===== src/rtl/pmseq_pkg.sv =====
package pmseq_pkg;

  // Slot kind within one memory cycle
  typedef enum logic {
    SLOT_ACQ = 1'b0,
    SLOT_ACC = 1'b1
  } slot_e;

endpackage


===== src/rtl/pmseq_slot_ctrl.sv =====
module pmseq_slot_ctrl
  import pmseq_pkg::*;
#(
  parameter int AW = 6
) (
  input  logic          clk,
  input  logic          rst,
  output slot_e         slot,
  output logic          acc_fetch,
  output logic          ram_we,
  output logic [AW-1:0] wr_ptr
);

  // seq[0] selects the slot, seq[1] marks every second memory cycle
  logic [1:0] seq;

  always_ff @(posedge clk) begin
    if (rst) begin
      seq    <= '0;
      wr_ptr <= '0;
    end else begin
      seq <= seq + 2'd1;
      if (!seq[0]) wr_ptr <= wr_ptr + 1'b1;
    end
  end

  assign slot      = slot_e'(seq[0]);
  assign acc_fetch = (seq == 2'b11);
  assign ram_we    = !seq[0] && !rst;

  p_slot_toggle_r1: assert property (@(posedge clk) disable iff (rst)
    !rst |=> (slot != $past(slot)));

  p_wrptr_step_r2: assert property (@(posedge clk) disable iff (rst)
    (slot == SLOT_ACQ) |=> (wr_ptr == AW'($past(wr_ptr) + 1'b1)));

  p_wrptr_hold_r2: assert property (@(posedge clk) disable iff (rst)
    (slot == SLOT_ACC) |=> $stable(wr_ptr));

endmodule


===== src/rtl/pmseq_ram.sv =====
module pmseq_ram #(
  parameter int AW = 6,
  parameter int DW = 24
) (
  input  logic          clk,
  input  logic          we,
  input  logic [AW-1:0] addr,
  input  logic [DW-1:0] wdata,
  output logic [DW-1:0] q
);

  localparam int DEPTH = 1 << AW;

  logic [DW-1:0] mem [DEPTH];

  // single port, read-first, shared by the two slots
  always_ff @(posedge clk) begin
    if (we) mem[addr] <= wdata;
    q <= mem[addr];
  end

endmodule


===== src/rtl/pmseq_trig_fifo.sv =====
module pmseq_trig_fifo #(
  parameter int DW    = 6,
  parameter int DEPTH = 4
) (
  input  logic          clk,
  input  logic          rst,
  input  logic          push,
  input  logic [DW-1:0] din,
  input  logic          pop,
  output logic [DW-1:0] dout,
  output logic          empty,
  output logic          ovf
);

  localparam int PW = (DEPTH > 1) ? $clog2(DEPTH) : 1;
  localparam int CW = PW + 1;

  logic [DW-1:0] mem [DEPTH];
  logic [PW-1:0] wp, rp;
  logic [CW-1:0] cnt;
  logic          full, do_push, do_pop;

  assign full    = (cnt == CW'(DEPTH));
  assign empty   = (cnt == '0);
  assign do_push = push && !full;
  assign do_pop  = pop && !empty;
  assign dout    = mem[rp];

  always_ff @(posedge clk) begin
    if (do_push) mem[wp] <= din;
  end

  always_ff @(posedge clk) begin
    if (rst) begin
      wp  <= '0;
      rp  <= '0;
      cnt <= '0;
      ovf <= 1'b0;
    end else begin
      if (do_push) wp <= (wp == PW'(DEPTH - 1)) ? '0 : wp + 1'b1;
      if (do_pop)  rp <= (rp == PW'(DEPTH - 1)) ? '0 : rp + 1'b1;
      cnt <= cnt + CW'(do_push) - CW'(do_pop);
      if (push && full) ovf <= 1'b1;
    end
  end

  p_drop_when_full_r8: assert property (@(posedge clk) disable iff (rst)
    (full && push && !pop) |=> (cnt == $past(cnt)));

  p_ovf_sticky_r8: assert property (@(posedge clk) disable iff (rst)
    ovf |=> ovf);

endmodule


===== src/rtl/pmseq_reader.sv =====
module pmseq_reader #(
  parameter int AW        = 6,
  parameter int DW        = 24,
  parameter int EVT_PAIRS = 4
) (
  input  logic          clk,
  input  logic          rst,
  input  logic          acc_fetch,
  input  logic          q_empty,
  input  logic [AW-1:0] q_start,
  output logic          q_pop,
  input  logic [DW-1:0] ram_q,
  output logic [AW-1:0] rd_addr,
  output logic          rd_issue,
  output logic          busy,
  output logic [DW-1:0] rd_data,
  output logic          rd_valid,
  output logic          rd_eoe
);

  localparam int IW = (EVT_PAIRS > 1) ? $clog2(EVT_PAIRS) : 1;

  logic [IW-1:0] idx;
  logic          pend, pend_last, last_pair;

  assign q_pop     = !busy && !q_empty;
  assign rd_issue  = busy && acc_fetch;
  assign last_pair = (idx == IW'(EVT_PAIRS - 1));

  always_ff @(posedge clk) begin
    if (rst) begin
      busy      <= 1'b0;
      rd_addr   <= '0;
      idx       <= '0;
      pend      <= 1'b0;
      pend_last <= 1'b0;
      rd_valid  <= 1'b0;
      rd_eoe    <= 1'b0;
      rd_data   <= '0;
    end else begin
      if (q_pop) begin
        busy    <= 1'b1;
        rd_addr <= q_start;
        idx     <= '0;
      end else if (rd_issue) begin
        rd_addr <= rd_addr + 1'b1;
        idx     <= idx + 1'b1;
        if (last_pair) busy <= 1'b0;
      end
      pend      <= rd_issue;
      pend_last <= rd_issue && last_pair;
      rd_valid  <= pend;
      rd_eoe    <= pend_last;
      if (pend) rd_data <= ram_q;
    end
  end

  p_valid_single_r5: assert property (@(posedge clk) disable iff (rst)
    rd_valid |=> !rd_valid);

  p_eoe_with_valid_r6: assert property (@(posedge clk) disable iff (rst)
    rd_eoe |-> rd_valid);

endmodule


===== src/rtl/pipe_mem_seq.sv =====
module pipe_mem_seq
  import pmseq_pkg::*;
#(
  parameter int WORD_W      = 12,
  parameter int AW          = 6,
  parameter int EVT_WORDS   = 8,
  parameter int TFIFO_DEPTH = 4
) (
  input  logic                clk,
  input  logic                rst,
  input  logic [2*WORD_W-1:0] adc_pair,
  input  logic                trig,
  input  logic [AW-1:0]       trig_ts,
  input  logic [AW-1:0]       cfg_latency,
  output logic                slot,
  output logic [AW-1:0]       wr_ptr,
  output logic [2*WORD_W-1:0] rd_data,
  output logic                rd_valid,
  output logic                rd_eoe,
  output logic                rd_busy,
  output logic                trig_ovf
);

  localparam int DW        = 2 * WORD_W;
  localparam int EVT_PAIRS = EVT_WORDS / 2;

  slot_e         cur_slot;
  logic          acc_fetch, ram_we, rd_issue, eng_busy;
  logic          q_pop, q_empty;
  logic [AW-1:0] q_start, rd_addr, ram_addr, trig_start;
  logic [DW-1:0] ram_q;

  pmseq_slot_ctrl #(.AW(AW)) u_slot (
    .clk       (clk),
    .rst       (rst),
    .slot      (cur_slot),
    .acc_fetch (acc_fetch),
    .ram_we    (ram_we),
    .wr_ptr    (wr_ptr)
  );

  // start address fixed when the trigger enters the queue
  assign trig_start = trig_ts - cfg_latency;

  pmseq_trig_fifo #(.DW(AW), .DEPTH(TFIFO_DEPTH)) u_fifo (
    .clk   (clk),
    .rst   (rst),
    .push  (trig),
    .din   (trig_start),
    .pop   (q_pop),
    .dout  (q_start),
    .empty (q_empty),
    .ovf   (trig_ovf)
  );

  assign ram_addr = (cur_slot == SLOT_ACQ) ? wr_ptr : rd_addr;

  pmseq_ram #(.AW(AW), .DW(DW)) u_ram (
    .clk   (clk),
    .we    (ram_we),
    .addr  (ram_addr),
    .wdata (adc_pair),
    .q     (ram_q)
  );

  pmseq_reader #(.AW(AW), .DW(DW), .EVT_PAIRS(EVT_PAIRS)) u_rd (
    .clk       (clk),
    .rst       (rst),
    .acc_fetch (acc_fetch),
    .q_empty   (q_empty),
    .q_start   (q_start),
    .q_pop     (q_pop),
    .ram_q     (ram_q),
    .rd_addr   (rd_addr),
    .rd_issue  (rd_issue),
    .busy      (eng_busy),
    .rd_data   (rd_data),
    .rd_valid  (rd_valid),
    .rd_eoe    (rd_eoe)
  );

  assign slot    = (cur_slot == SLOT_ACC);
  assign rd_busy = eng_busy || !q_empty;

  p_slot_exclusive_r1: assert property (@(posedge clk) disable iff (rst)
    !(ram_we && rd_issue));

  p_ovf_needs_trig_r8: assert property (@(posedge clk) disable iff (rst)
    $rose(trig_ovf) |-> $past(trig));

endmodule


===== config.mk =====
export PLATFORM = sky130hd
export DESIGN_NAME = pipe_mem_seq
export DESIGN_NICKNAME = d
export VERILOG_FILES = /design/src/rtl/pmseq_pkg.sv /design/src/rtl/pmseq_slot_ctrl.sv /design/src/rtl/pmseq_ram.sv /design/src/rtl/pmseq_trig_fifo.sv /design/src/rtl/pmseq_reader.sv /design/src/rtl/pipe_mem_seq.sv
export SDC_FILE = /design/constraint.sdc
export NUM_CORES = 1
export LEC_CHECK = 0
export CORE_MARGIN = 2
export CORE_UTILIZATION = 34
export DETAILED_ROUTE_END_ITERATION = 16
export GPL_TIMING_DRIVEN = 1
export PLACE_DENSITY = 0.51
export SYNTH_ARGS = -nofsm -noshare
export SYNTH_HDL_FRONTEND = slang
export SYNTH_SLANG_ARGS = --single-unit

===== constraint.sdc =====
create_clock -name clk -period 3.55 [get_ports clk]
set_clock_uncertainty 0.15 [all_clocks]
set_input_delay 0.355 -clock clk [delete_from_list [all_inputs] [get_ports clk]]
set_output_delay 0.355 -clock clk [all_outputs]
set_load 0.005 [all_outputs]

# Word-level counts from Yosys, hierarchy flattened
# Memories as Yosys holds them, arrays and structs flattened. A register that Yosys moved wholly into a read port is not among the register bits.
# Cells that the tools add are included.
dict set report totals {
  register_bits 53
  latch_bits 0
  ramBits 1560
  mem_bits_ro 0
  output_inout_bits 35
  n_memories 2
}
dict set report op_classes {
  n_addsub 9
  n_mul 0
  div 0
  n_lt_le_gt_ge 0
  eq_ne 5
  shift 0
  muxes 14
  bitwise_logic 0
  n_reduce_logical 18
}
# memory depth word_bits read_ports rd_clocked_by_memory_dff write_ports line
set mem_list {}
lappend mem_list {u_ram.mem 64 24 1 1 1 pmseq_ram.sv:14} ;# logic [DW-1:0] mem [DEPTH];
lappend mem_list {u_fifo.mem 4 6 1 1 1 pmseq_trig_fifo.sv:18} ;# logic [DW-1:0] mem [DEPTH];
# op count
set op_table {}
lappend op_table {{$mux W6} 3}
lappend op_table {{$add A6 B1 Y6 const B} 2}
lappend op_table {{$add A2 B1 Y2 const B} 4}
lappend op_table {{$eq A2 B2 Y1 const B} 4}
lappend op_table {{$mux W2} 4}
lappend op_table {{$logic_and A1 B1 Y1} 7}
lappend op_table {{$mux W1} 7}
lappend op_table {{$sub A6 B6 Y6} 1}
lappend op_table {{$logic_not A1 Y1} 5}
lappend op_table {{$reduce_bool A2 Y1} 2}
lappend op_table {{$add A3 B1 Y3} 1}
lappend op_table {{$eq A3 B3 Y1 const B} 1}
lappend op_table {{$logic_not A3 Y1} 1}
lappend op_table {{$sub A3 B1 Y3} 1}
lappend op_table {{$reduce_and A2 Y1} 1}
lappend op_table {{$reduce_or A2 Y1} 1}
lappend op_table {{$logic_or A1 B1 Y1} 1}

# Depth between registers and ports, before layout
dict set report depth {
  word_depth 6
  mapped_depth 10
  mapped_depth_nobuf 8
}

# By module
# Synthesis repeated with hierarchy kept, for this count alone.
dict set report hier_totals {
  hier_cells 3700
  hier_area_um2 62940.4
}
# mod instances cells_per_inst area_per_inst_um2 seq_area_each_um2
set by_module_without_submodules {}
lappend by_module_without_submodules {pmseq_ram 1 3406 59463.3 46604.7}
lappend by_module_without_submodules {pmseq_reader 1 136 1411.4 740.7}
lappend by_module_without_submodules {pmseq_trig_fifo 1 84 1382.6 920.9}
lappend by_module_without_submodules {pmseq_slot_ctrl 1 33 350.3 160.2}
lappend by_module_without_submodules {pipe_mem_seq 1 41 332.8 0.0}

# Worst setup path before layout
# No wires, ideal clock.
dict set report synth_timing {
  path_type {register to register}
  startpoint {reg u_slot.seq[0]}
  endpoint {mem u_ram.mem[17][0], enable pin}
  setup_ps 405
  arrival_ps 2591
  required_ps 2995
  setup_slack_ps 404
  path_stages_with_launch 10
  synth_period_minus_slack_ps 3146
  cell_sequence {dfxtp_1 > buf_6 > buf_6 > nor3_1 > a21oi_2 > buf_2 > buf_1 > nand2b_1 > clkbuf_1 > nor2_1}
}
dict set report synth_via {
  elab_chain_len 4
}
# element line
set synth_lines {}
lappend synth_lines {{start: declaration} pmseq_slot_ctrl.sv:15} ;# logic [1:0] seq;
lappend synth_lines {{start signal: assignment} pmseq_slot_ctrl.sv:22} ;# seq <= seq + 2'd1;
lappend synth_lines {{$logic_not A1 Y1} --}
lappend synth_lines {{$logic_and A1 B1 Y1} pmseq_slot_ctrl.sv:29} ;# assign ram_we = !seq[0] && !rst;
lappend synth_lines {{$mux W1} pmseq_ram.sv:18} ;# if (we) mem[addr] <= wdata;
lappend synth_lines {{$mux W1 (not written as such)} pmseq_ram.sv:18}
lappend synth_lines {{end: declaration} pmseq_ram.sv:14}
# Several ways; a longest one is shown, not always the timed one.

# Worst setup path after layout
dict set report layout_timing {
  startpoint {reg u_slot.seq[0]}
  endpoint {reg u_ram.q[16] (read register of u_ram.mem)}
}
dict set report layout_via {
  elab_chain_len 1
}
# element line
set layout_lines {}
lappend layout_lines {{$mux W6} pipe_mem_seq.sv:56} ;# assign ram_addr = (cur_slot == SLOT_ACQ) ? wr_ptr : rd_addr;
lappend layout_lines {{end: declaration} pmseq_ram.sv:9} ;# output logic [DW-1:0] q
# No other way between the ends.
# A chain may end at the register's enable or synchronous reset.

==> reports/results.md <==
| Item | Reported |
|:---|:---|
| Run status | complete, no violations |
| Peak supply drop | 0.5354 mV |
| Port Buffers | 73 |
| Biggest area contributors in the synthesized netlist | edfxtp_1 75%, mux2i_1 13%, o22ai_1 4.1% |
| Area growth from synthesis to layout | 18.94% |
| CP max FO | 42 |
| Area taken by flip-flops and latches | 0.04843 sq mm |
| Critical-path cell list | mux2i_4, buf_12, buf_12, buf_12, mux2i_1, o22ai_1, o21ai_0, nand2_1, or4_1 |
| Final critical-path required period | 3472 ps |
| Post-synthesis area per instance | 17.42 sq um |
| Number of nets in the layout | 4009 |
| Number of remaining DRC errors | 0 |
| Detailed-route wire length | 177700 um |
| Via density | 5.141 |
| Yosys top cell area share | 74.56% |
| Global placer's final weighted congestion | 0.8278 |
| Die Height | 433.9 um |
| HPWL Detailed | 110600 um |
| Leakage power total | 27.45 nW |
| Root cell of the clock tree | clkbuf_16 |
| Share of total power in the clock network | 37.6% |
| Maximum frequency from static timing analysis | 288.0 MHz |
| TNS Setup | 0 ps |
| Number of setup buffers added after CTS | 0 |
| Post-synthesis cell type with the largest combined area | edfxtp_1 |
| Count of clock tree sinks | 1639 |
| Fraction of registers with async set/reset | 0% |
| Effective utilization at floorplan | 34.28% |
| First-iteration detailed-routing DRC count | 3067 |
| Most frequent cells in the layout | 1560 x edfxtp_1, 797 x mux2i_1, 409 x o22ai_1 |
| Clock slew at the register clock pins of the worst setup and hold paths | 60 ps |
| Reg2reg end | u_ram.q[16] |
| Detailed-routing iteration count for the pre-antenna-repair pass | 5 |
| Slew of the pin with the lowest slew margin | 1222 ps |
| Distinct cell type count of the synthesized netlist | 44 |
| Reg2reg start | u_slot.seq[0] |
| Mean routed wirelength per cell | 27.02 um |
| Final-layout fill cell count | 16421 |
| Critical Path RT | 4080 ps |
| Final Hold Fails | 0 |
| Logic pwr share | 16.1% |
| Global route total overflow | 0 |
| Floorplan die area | 0.1882 sq mm |
| Crit path from | u_slot.seq[0] |
| Syn_nets | 3662 |
| FP Rows | 157 |
| Via count of the first global-routing pass | 32978 |
| Largest stage delay, worst path | 460 ps |
| Wire length of the first global-routing pass | 249900 um |
| Maximum buffer depth of the clock tree | 3 |
| Number of placed instances, taps included | 6229 |
| CTS tree | yes |
| Portion of the clock cycle consumed by the worst path in the final layout | 97.81% |
| Library cell contributing the largest single delay on the critical path | o21ai_0 |
| Number of slew-limit violations in the final report | 0 |
| Area taken by multi-input logic gates | 0.01358 sq mm |
| Number of warnings issued by yosys | 0 |
| Type of origin of the critical path | register |
| Total vias in the final route | 33807 |
| Final instance count without filler cells | 6576 |
| Yosys reg bits | 1639 |
| Crit path capture | u_ram.q[16] |
| Slew margin rel. | 18.55% |
| Crit end category | register |
| Netlist Area Pre-Place | 0.06283 sq mm |
| Antenna viol nets, final | 0 |
| Gate count of the mapped netlist | 3606 |
| Area inside the core boundary | 0.1833 sq mm |
| Inserted Clock Buffers | 175 |
| Critical Path AT | 4000 ps |
| Cell internal power dissipation | 34.69 mW |
| Type of the tightest min-delay check | input pin to register |
| Number of flops mapped to enable cells by yosys | 1560 |
| Setup violation total in the final timing report | 0 |
| Switching power | 12.76 mW |
| Largest net degree at the start of global routing | 65 |
| Most frequent standard cell in the layout excluding fill and tap cells | edfxtp_1 |
| Synth Flop Type | edfxtp_1 |
| I/O pin count | 74 |
| Layout cells sized above 1 | 15.85% |
| Sequential cell area fraction in the yosys report | 77.08% |
| Minimum setup slack among reg-to-reg paths | 80 ps |
| Overall die width | 433.9 um |
| Sum of internal, switching and leakage power | 47.45 mW |
| Part of the power in registers | 46.2% |
| Setup repair after global routing missed its margin | no |
| Power density normalized to cell area | 635.1 mW/mm^2 |
| Worst-case reg-to-reg path depth | 9 |
| Switching part of the total | 26.89% |
| Max capacitance violation total | 0 |
| Cell mode on critical path | buf_12 |
| Antenna violations before repair | 21 |
| Crit path kind | register to register |
| GRT Util Overall | 18.66% |
| H-Tree Depth | 4 |
| Source-to-sink clock delay at the later pin of the worst-skew pair | 800 ps |
==> flip-flops by register name, summed over array words and instances, names as in the netlist, 2 cells and up, named ones only <==
register	count
u_fifo.cnt	3
u_fifo.mem	24
u_fifo.rp	2
u_fifo.wp	2
u_ram.mem	1536
u_ram.q	24
u_rd.idx	2
u_rd.rd_addr	6
u_rd.rd_data	24
u_slot.seq	2
u_slot.wr_ptr	6
==> layout make-up <==
class                   count  share of cell area, %
flip-flops and latches   1639                  64.81
multi-input cells        1740                  18.17
clock buffers             224                  6.227
repair buffers            382                  5.174
well taps                2464                  4.126
clock inverters            95                  1.361
inverters                  15                0.07535
diodes                     17                0.05693
==> synthesized netlist by cell type, drive strengths merged (3+ instances only) <==
library cell	n
a211oi	3
a21o	4
a21oi	8
a31oi	3
and2	8
buf	125
clkbuf	87
dfxtp	79
edfxtp	1560
ha	15
inv	15
mux2i	798
mux4	6
nand2	44
nand2b	7
nand3	3
nor2	208
nor2b	7
nor3	7
o21ai	149
o22ai	409
o32ai	3
or3	4
or4	23
xnor2	11
xor2	4
==> worst min-delay path by stage <==
stage / depth (start not counted) / startpoint / to / slack, ps
after floorplan: 1 / u_rd.pend_last / u_rd.rd_eoe / 260
after global placement: 1 / u_rd.pend_last / u_rd.rd_eoe / 290
after detailed placement: 1 / u_rd.pend_last / u_rd.rd_eoe / 290
after CTS: 1 / adc_pair[16] / u_ram.mem[9][16] / 1
after global routing: 1 / adc_pair[16] / u_ram.mem[8][16] / 7
final: 1 / adc_pair[16] / u_ram.mem[10][16] / 10
==> critical path: cells and delay by family, from the launching register on <==
family	cells	cell delay, ps
AND/OR/NAND/NOR	2	770
multiplexers	2	550
AO/OA/AOI/OAI	2	580
flip-flops	1	390
buffers and inverters	3	840
==> power groups by stage <==
stage	combinational [mW]	sequential (mW)	clock [mW]
3_5_place_dp	7.71	22.4	0
4_1_cts	7.74	22.0	18.2
5_1_grt	8.14	21.9	18.9
2_1_floorplan	4.62	22.1	0
3_3_place_gp	7.69	22.4	0
6_report	7.65	21.9	17.9
==> what timing repair did <==
item                                   CTS  global route
endpoints found under the hold margin  169             0
gates resized for setup                  2             1
hold buffers                            11             0
setup endpoints to repair                2             1
gates cloned                             0             0
==> stage by stage <==
| stage | hold slack [ps] | area (sq um) | utilization, % | setup WS, ps |
|---|---|---|---|---|
| 2_1_floorplan | 263.8 | 62830 | - | 404.1 |
| 3_3_place_gp | 290.1 | 68900 | 37.59 | -60.65 |
| 3_5_place_dp | 285.2 | 68900 | 37.59 | -98.32 |
| 4_1_cts | 1.131 | 74680 | 40.75 | 14.17 |
| 5_1_grt | 7.072 | 74680 | 40.75 | 20.43 |
| 6_report | 11.15 | 74730 | 40.77 | 77.85 |
==> layer usage <==
layer	wire (um)	part of all wire (%)	global-route usage, %	vias to the layer above
met2	85510	48	30.51	904
met1	79190	45	26.05	17626
met3	9117	5.1	2.660	197
met5	0	0	0	-
met4	3880	2.2	4.884	0
li1	-	-	-	15080
==> cell families (layout without fill, tap and decap cells) <==
kind of cell             Yosys count  after routing  share of synthesized area (%)
flip-flops                      1639           1639                          77.08
buffers and inverters            227            716                          1.623
multiplexers                     805            805                          12.95
XOR/XNOR                          15             15                         0.2091
AND/OR/NAND/NOR                  317            317                          2.187
other                              0             17                              0
AO/OA/AOI/OAI                    586            586                          5.592
adder cells (fa/ha/maj)           17             17                         0.3625
Power figures use the tool's default switching activity.
